[src/rtl/uart_irq_pkg.sv]
package uart_irq_pkg;

  localparam logic [2:0] ID_RLS   = 3'b011;
  localparam logic [2:0] ID_RDA   = 3'b010;
  localparam logic [2:0] ID_CTI   = 3'b110;
  localparam logic [2:0] ID_THRE  = 3'b001;
  localparam logic [2:0] ID_MODEM = 3'b000;

  typedef struct packed {
    logic       idle;   // 1 = nothing pending (active-low pending flag)
    logic [2:0] code;
  } ident_t;

  // Priority pick over the gated source conditions.
  function automatic ident_t pick_source(input logic rls, input logic rda,
                                         input logic cti, input logic thre,
                                         input logic modem);
    ident_t r;
    r.idle = 1'b0;
    if (rls)        r.code = ID_RLS;
    else if (rda)   r.code = ID_RDA;
    else if (cti)   r.code = ID_CTI;
    else if (thre)  r.code = ID_THRE;
    else if (modem) r.code = ID_MODEM;
    else begin
      r.idle = 1'b1;
      r.code = 3'b000;
    end
    return r;
  endfunction

  function automatic logic code_reserved(input logic [2:0] c);
    return (c == 3'b100) || (c == 3'b101) || (c == 3'b111);
  endfunction

endpackage

[src/rtl/uart_irq_prio.sv]
module uart_irq_prio
  import uart_irq_pkg::*;
(
  input  logic       rls_cond,
  input  logic       rda_cond,
  input  logic       cti_cond,
  input  logic       thre_pend,
  input  logic       modem_cond,
  input  logic [3:0] src_en,
  output ident_t     ident
);
  localparam int EN_RX    = 0;
  localparam int EN_THRE  = 1;
  localparam int EN_RLS   = 2;
  localparam int EN_MODEM = 3;

  logic g_rls, g_rda, g_cti, g_thre, g_modem;

  assign g_rls   = rls_cond   & src_en[EN_RLS];
  assign g_rda   = rda_cond   & src_en[EN_RX];
  assign g_cti   = cti_cond   & src_en[EN_RX];
  assign g_thre  = thre_pend  & src_en[EN_THRE];
  assign g_modem = modem_cond & src_en[EN_MODEM];

  always_comb begin
    ident = pick_source(g_rls, g_rda, g_cti, g_thre, g_modem);
  end
endmodule

[src/rtl/uart_irq_ab_flags.sv]
module uart_irq_ab_flags #(
  parameter int N = 2
) (
  input  logic         clk,
  input  logic         rst_n,
  input  logic [N-1:0] evt,
  input  logic [N-1:0] en,
  input  logic [N-1:0] clr,
  output logic [N-1:0] flag
);
  logic [N-1:0] set_req;
  assign set_req = evt & en;

  for (genvar i = 0; i < N; i++) begin : g_flag
    always_ff @(posedge clk or negedge rst_n) begin
      if (!rst_n)          flag[i] <= 1'b0;
      else if (set_req[i]) flag[i] <= 1'b1;
      else if (clr[i])     flag[i] <= 1'b0;
    end

    AST_AB_STICKY: assert property (@(posedge clk) disable iff (!rst_n)
      (flag[i] && !clr[i]) |=> flag[i]);
    AST_AB_SET_NEEDS_EN: assert property (@(posedge clk) disable iff (!rst_n)
      (!flag[i] && !(evt[i] && en[i])) |=> !flag[i]);
  end
endmodule

[src/rtl/uart_irq_thre_latch.sv]
module uart_irq_thre_latch (
  input  logic clk,
  input  logic rst_n,
  input  logic set_evt,
  input  logic clr_req,
  output logic pend
);
  always_ff @(posedge clk or negedge rst_n) begin
    if (!rst_n)       pend <= 1'b0;
    else if (set_evt) pend <= 1'b1;
    else if (clr_req) pend <= 1'b0;
  end

  AST_THRE_CLEARED: assert property (@(posedge clk) disable iff (!rst_n)
    (clr_req && !set_evt) |=> !pend);
  AST_THRE_SET: assert property (@(posedge clk) disable iff (!rst_n)
    set_evt |=> pend);
endmodule

[src/rtl/uart_irq_hold.sv]
module uart_irq_hold #(
  parameter int W = 32
) (
  input  logic         clk,
  input  logic         rst_n,
  input  logic         rd,
  input  logic [W-1:0] live,
  output logic [W-1:0] word,
  output logic         rd_start
);
  localparam logic [W-1:0] RST_WORD = {{(W-1){1'b0}}, 1'b1};

  logic rd_q;

  always_ff @(posedge clk or negedge rst_n) begin
    if (!rst_n) begin
      word <= RST_WORD;
      rd_q <= 1'b0;
    end else begin
      rd_q <= rd;
      if (!rd) word <= live;
    end
  end

  assign rd_start = rd & ~rd_q;

  AST_FROZEN_READ: assert property (@(posedge clk) disable iff (!rst_n)
    rd |=> $stable(word));
  AST_NO_RSVD_CODE: assert property (@(posedge clk) disable iff (!rst_n)
    !uart_irq_pkg::code_reserved(word[3:1]));
  AST_IDLE_FIELD_ZERO: assert property (@(posedge clk) disable iff (!rst_n)
    word[0] |-> (word[3:1] == 3'b000));
endmodule

[src/rtl/uart_irq_ident.sv]
module uart_irq_ident
  import uart_irq_pkg::*;
#(
  parameter int WORD_W = 32,
  parameter int AB_N   = 2
) (
  input  logic              clk,
  input  logic              rst_n,
  input  logic              rls_cond,
  input  logic              rda_cond,
  input  logic              cti_cond,
  input  logic              thre_evt,
  input  logic              modem_cond,
  input  logic              ab_done_evt,
  input  logic              ab_tmo_evt,
  input  logic [3:0]        src_en,
  input  logic [AB_N-1:0]   ab_en,
  input  logic              fifo_en,
  input  logic              id_rd,
  input  logic              ab_done_clr,
  input  logic              ab_tmo_clr,
  output logic [WORD_W-1:0] id_word,
  output logic              irq
);
  localparam int POS_FIFO_LO = 6;
  localparam int POS_FIFO_HI = 7;
  localparam int POS_AB      = 8;
  localparam int POS_TOP     = POS_AB + AB_N;

  ident_t            ident;
  logic              thre_pend;
  logic              thre_clr_req;
  logic              rd_start;
  logic [AB_N-1:0]   ab_flag;
  logic [WORD_W-1:0] live_word;

  uart_irq_prio u_prio (
    .rls_cond   (rls_cond),
    .rda_cond   (rda_cond),
    .cti_cond   (cti_cond),
    .thre_pend  (thre_pend),
    .modem_cond (modem_cond),
    .src_en     (src_en),
    .ident      (ident)
  );

  uart_irq_ab_flags #(.N(AB_N)) u_ab (
    .clk   (clk),
    .rst_n (rst_n),
    .evt   ({ab_tmo_evt, ab_done_evt}),
    .en    (ab_en),
    .clr   ({ab_tmo_clr, ab_done_clr}),
    .flag  (ab_flag)
  );

  // Clear only when the word held at the start of the read names tx empty.
  assign thre_clr_req = rd_start & ~id_word[0] & (id_word[3:1] == ID_THRE);

  uart_irq_thre_latch u_thre (
    .clk     (clk),
    .rst_n   (rst_n),
    .set_evt (thre_evt),
    .clr_req (thre_clr_req),
    .pend    (thre_pend)
  );

  always_comb begin
    live_word                        = '0;
    live_word[0]                     = ident.idle;
    live_word[3:1]                   = ident.code;
    live_word[POS_FIFO_HI:POS_FIFO_LO] = {2{fifo_en}};
    live_word[POS_TOP-1:POS_AB]      = ab_flag;
  end

  uart_irq_hold #(.W(WORD_W)) u_hold (
    .clk      (clk),
    .rst_n    (rst_n),
    .rd       (id_rd),
    .live     (live_word),
    .word     (id_word),
    .rd_start (rd_start)
  );

  assign irq = ~id_word[0] | (|id_word[POS_TOP-1:POS_AB]);

  AST_UPPER_ZERO: assert property (@(posedge clk) disable iff (!rst_n)
    id_word[WORD_W-1:POS_TOP] == '0);
  AST_FIFO_MIRROR: assert property (@(posedge clk) disable iff (!rst_n)
    !id_rd |=> (id_word[POS_FIFO_HI:POS_FIFO_LO] == {2{$past(fifo_en)}}));
  AST_PEND_WHEN_LEVEL: assert property (@(posedge clk) disable iff (!rst_n)
    (!id_rd && rls_cond && src_en[2]) |=> (id_word[3:0] == 4'b0110));
endmodule

[config.mk]
export PLATFORM = sky130hd
export DESIGN_NAME = uart_irq_ident
export DESIGN_NICKNAME = d
export VERILOG_FILES = /design/src/rtl/uart_irq_pkg.sv /design/src/rtl/uart_irq_prio.sv /design/src/rtl/uart_irq_ab_flags.sv /design/src/rtl/uart_irq_thre_latch.sv /design/src/rtl/uart_irq_hold.sv /design/src/rtl/uart_irq_ident.sv
export SDC_FILE = /design/constraint.sdc
export NUM_CORES = 1
export LEC_CHECK = 0
export BUFFER_PORTS_ARGS = -buffer_cell sky130_fd_sc_hd__buf_4
export CORE_MARGIN = 2
export CORE_UTILIZATION = 39
export CTS_BUF_LIST = sky130_fd_sc_hd__clkbuf_4
export DETAILED_ROUTE_END_ITERATION = 6
export PLACE_DENSITY = 0.81
export SLEW_MARGIN = 5
export SYNTH_ARGS = -nofsm -noshare
export SYNTH_HDL_FRONTEND = slang
export SYNTH_SLANG_ARGS = --single-unit
export TNS_END_PERCENT = 1
[constraint.sdc]
create_clock -name clk -period 1.3 [get_ports clk]
set_input_delay 0.13 -clock clk [delete_from_list [all_inputs] [get_ports clk]]
set_output_delay 0.13 -clock clk [all_outputs]
set_load 0.01 [all_outputs]
Word-level counts from Yosys, hierarchy flattened
Index checks and enable logic that the tools add are counted.
{ "totals": {"wordCells": 37, "register_bits": 12, "out_inout_bits": 33, "input_bits": 19} }
{ "op_classes": {"bitwise": 12, "mux": 15, "n_reduce_logical": 4, "n_eq_ne": 1} }
{ "op_table": {"columns": ["cell", "n"], "rows": [
  ["$mux W1", 12],
  ["$mux W3", 3],
  ["$and A1 B1 Y1", 8],
  ["$reduce_bool A2 Y1", 3],
  ["$eq A3 B1 Y1 const B", 1],
  ["$and A2 B2 Y2", 1],
  ["$not A1 Y1", 2],
  ["$reduce_or A2 Y1", 1],
  ["$or A1 B1 Y1", 1]
]} }

Depth between registers and ports, before layout
{ "depth": {"ltp_word": 6, "depth_mapped": 3, "mapped_depth_nobuf": 3} }

Hierarchy
From an unflattened synthesis, not the netlist that was laid out.
{ "unflattened": {"cells_unflattened": 93, "hier_area_um2": 1567.8} }
{ "by_module_without_submodules": {"columns": ["mod", "cells_each", "seq_area_each_um2", "n_inst", "area_each_um2"], "rows": [
  ["uart_irq_hold", 70, 827.0, 1, 1373.8],
  ["uart_irq_ab_flags", 8, 50.0, 1, 82.6],
  ["uart_irq_prio", 7, 0.0, 1, 50.0],
  ["uart_irq_thre_latch", 3, 25.0, 1, 36.3],
  ["uart_irq_ident", 5, 0.0, 1, 25.0]
]} }

Worst setup path after synthesis
No wires, ideal clock.
{ "synth_timing": {"kind": "reg-to-reg", "from": "register u_hold.word[0]", "to": "register u_thre.pend", "arrival_ns": 0.887, "path_stages_with_launch": 4, "required_ns": 1.182, "n_path_buf": 0, "path_slack_ns": 0.295, "synth_period_minus_slack_ns": 1.005, "setup_time_ns": 0.118, "path_cell_list": "dfstp_2 -> nor4b_1 -> nand2_1 -> a21o_1"} }
{ "synth_via": {"elab_chain_cells": 4} }
{ "synth_lines": {"columns": ["item", "line", "source"], "rows": [
  ["from (decl)", "uart_irq_hold.sv:8", "output logic [W-1:0] word,"],
  ["from (signal assigned)", "uart_irq_hold.sv:21", "if (!rd) word <= live;"],
  ["$not A1 Y1", "uart_irq_ident.sv:57", "assign thre_clr_req = rd_start & ~id_word[0] & (id_word[3:1] == ID_THRE);"],
  ["$and A1 B1 Y1 (2 in series)", "uart_irq_ident.sv:57", null],
  ["$reduce_bool A2 Y1 (no line)", null, null],
  ["to (signal assigned)", "uart_irq_thre_latch.sv:9", "if (!rst_n) pend <= 1'b0;"],
  ["to (signal assigned)", "uart_irq_thre_latch.sv:10", "else if (set_evt) pend <= 1'b1;"],
  ["to (signal assigned)", "uart_irq_thre_latch.sv:11", "else if (clr_req) pend <= 1'b0;"],
  ["to (decl)", "uart_irq_thre_latch.sv:6", "output logic pend"]
]} }
No other way between the ends.
A chain may end at the register's enable or synchronous reset.

Final worst setup path
{ "layout_timing": {"from": "register u_hold.word[0]", "to": "output port irq"} }
{ "layout_via": {"elab_chain_cells": 2} }
{ "layout_lines": {"columns": ["item", "line", "source"], "rows": [
  ["$not A1 Y1", "uart_irq_ident.sv:84", "assign irq = ~id_word[0] | (|id_word[POS_TOP-1:POS_AB]);"],
  ["$or A1 B1 Y1", "uart_irq_ident.sv:84", null],
  ["to (decl)", "uart_irq_ident.sv:23", "output logic irq"]
]} }
No other way between the ends.

==> impl_metrics.yaml <==
die:
  start_util_pct: 42.0
  ioPinCount: 52
  core_area_um2: 1520
  die_area_um2: 1980
  num_rows: 14
  fp.dieW_um: 44.5
  fp.dieH_um: 44.5
synth:
  muxShareOfSynthArea_pct: 3.52
  synth_seq_cells: 11
  synth_xor_area_share_pct: 0
  synthAdderAreaFrac_pct: 0
  synth_top_family_by_area: "buffers and inverters"
  synth.distinct_cells: 17
  ys_async_sr_fraction_pct: 100
  synth_simple_gate_area_share_pct: 10.8
  seq_area_frac_synth_pct: 43.2
  synth_compound_area_share_pct: 10.6
  synth_ff_type: "dfrtp_1"
  ys_warn_count: 0
  avgSynthCellArea_um2: 9.54
  syn-instance-count: 67
  synth_edf_count: 0
  synth_area_um2: 639
routing:
  drtPass1Iterations: 4
  wirelength_um: 1040
  wl_per_cell_um: 9.28
  antenna_left: 0
  drt_iter0_drc: 8
  drc_errors: 0
  viasPerCell: 4.15
  vias: 465
finish:
  seq_area_um2: 277
  final_nets: 116
  fillers: 154
  layoutNonFillerInstCount: 112
  layout-drive-gt1-share_pct: 36.5
  design_area_um2: 796
  diodes: 0
  area_delta_synth_final_pct: 24.5
  multiInputGateArea_um2: 249
pwr:
  p_sw_share_pct: 27.6
  clkPwrFrac_pct: 30.9
  p_leak_nw: 0.419
  max-vdd-ir-drop_mv: 0.768
  power_uw: 840
  power_frac_seq_pct: 46.8
  power.switching_uw: 232
  powerDensity_nw_per_um2: 1060
  combPwrFrac_pct: 22.3
  internal_power_uw: 608
critical_path:
  path_buf_inv: 1
  startpoint_type: "flop"
  worstPathArrival_ns: 1.03
  crit_type: "flop to output port"
  crit_path_top_delay_cell: "dfstp_2"
  cp_cell_sequence: "nand2_1 -> buf_4"
  end_kind: "output port"
  required_ns: 1.17
  critical_path.max_fanout: 4
  critPathMaxStageDelay_ns: 0.55
  cp_top_family: "flip-flops"
cts:
  ctsRootBufferMaster: "clkbuf_4"
  tritoncts: "yes"
  cts_max_level: 1
  cts.path.max_buffers: 2
  cts_resized: 0
  cts_setup_buffers: 0
  clk_latency_ns: 0.27
  cts_made_buffers: 3
  clkTransAtPathRegs_ns: 0.07
  clock-sinks: 11
timing:
  finalCritPeriodShare_pct: 89.4
  setup_slack_ns: 0.138
  slew_viol_final: 0
  clock_skew_ns: 0.000629
  fin_crit_ns: 1.16
  final_hold_viol_count: 0
  tns_ns: 0
  rsz0062_at_grt: "false"
  finalSetupViolCount: 0
  fmax_mhz: 860
place:
  routabilityCongestion: 0.659
  hpwl_um: 877
  dp_cells: 107
  dpl_worst_slack_ns: 0.289
  portBuffers: 27
  postPlaceCellArea_um2: 756
global_routing:
  grt_pass1_wl_um: 1530
  antenna_found_initial: 0
  grt_max_degree: 13
  grt_use_total_pct: 10.9
  grt-ovfl-total: 0
  grt_pass1_vias: 371
min_path:
  hold_class: "input port to flop"
run_status:
  status: "finished clean"
run:
  cap_viol_max_count: 0
[cell families (layout without fill, tap and decap cells)]
kind of cell | after synthesis | after routing
other | 1 | 24
flip-flops | 11 | 11
buffers and inverters | 28 | 34
AO/OA/AOI/OAI | 10 | 10
AND/OR/NAND/NOR | 15 | 15
multiplexers | 2 | 2
[registers in the layout, indices dropped and copies added (netlist names)]
| name | cells |
|---|---|
| u_hold.rd_q | 1 |
| u_thre.pend | 1 |
| u_ab.flag | 2 |
| u_hold.word | 7 |
[what timing repair did]
item / in CTS / in global routing
setup endpoints to repair: 0 / 0
hold buffers: 1 / 0
endpoints found under the hold margin: 11 / 0
[cell usage after synthesis (2+ instances only)]
library cell / count / area (um^2)
inv_1: 2 / 7.51
nand2_1: 10 / 37.5
o21ai_0: 6 / 30.0
mux2_2: 2 / 22.5
dfrtp_1: 10 / 250
buf_4: 25 / 188
nor2_1: 2 / 7.51
[layout by cell type (no fill, tap or decap)]
cell	instances
mux2_2	2
a211oi_2	1
nand2_1	10
nand4b_1	1
nor4b_1	1
o21a_1	1
nor2b_1	1
a21o_1	1
dfrtp_1	10
dfstp_2	1
buf_4	27
inv_1	2
nor2_1	2
a32o_1	1
clkbuf_4	4
o21ai_0	6
dlygate4sd3_1	1
conb_1	24
[power by group through the flow]
stage	clock network, mW	registers, mW	logic [mW]
finish	0.259	0.393	0.187
global route	0.281	0.397	0.207
CTS	0.267	0.393	0.189
detailed placement	0	0.400	0.187
global placement	0	0.398	0.185
floorplan	0	0.408	0.135
[final cells by class]
type	instances	area share (%)
inverter	2	0.943
clock buffer	4	3.77
sequential	11	34.7
multi-input combinational	51	31.3
tap	16	2.52
timing repair buffer	28	26.7
[stage by stage]
stage / hold slack, ns / utilization [%]
global placement: -0.0333 / 49.6
detailed placement: -0.0302 / 49.6
finish: 0.0354 / 52.2
CTS: 0.0297 / 52.2
floorplan: -0.166 / -
global route: 0.0353 / 52.2
[routing by layer]
metal  GRT usage, %  up-vias  routed length [um]
li1               -      227                   -
met1           14.1      202                 421
met2           16.2       34                 481
met3           3.67        2                 113
met4           5.45        0                  23
met5              0        -                   0
[worst paths after layout]
path                                  endpoint  cells past startpoint  slack [ns]           start
max in group asynchronous       u_hold.word[0]                      2        0.86           rst_n
worst min register to register     u_thre.pend                      1        0.50     u_thre.pend
min in group asynchronous       u_hold.word[1]                      2        0.22           rst_n
worst min-delay path              u_ab.flag[0]                      2        0.04     ab_done_clr
worst max-delay path                       irq                      2        0.14  u_hold.word[0]
worst max register to register     u_thre.pend                      3        0.28  u_hold.word[0]
(Power assumes the default switching activity.)
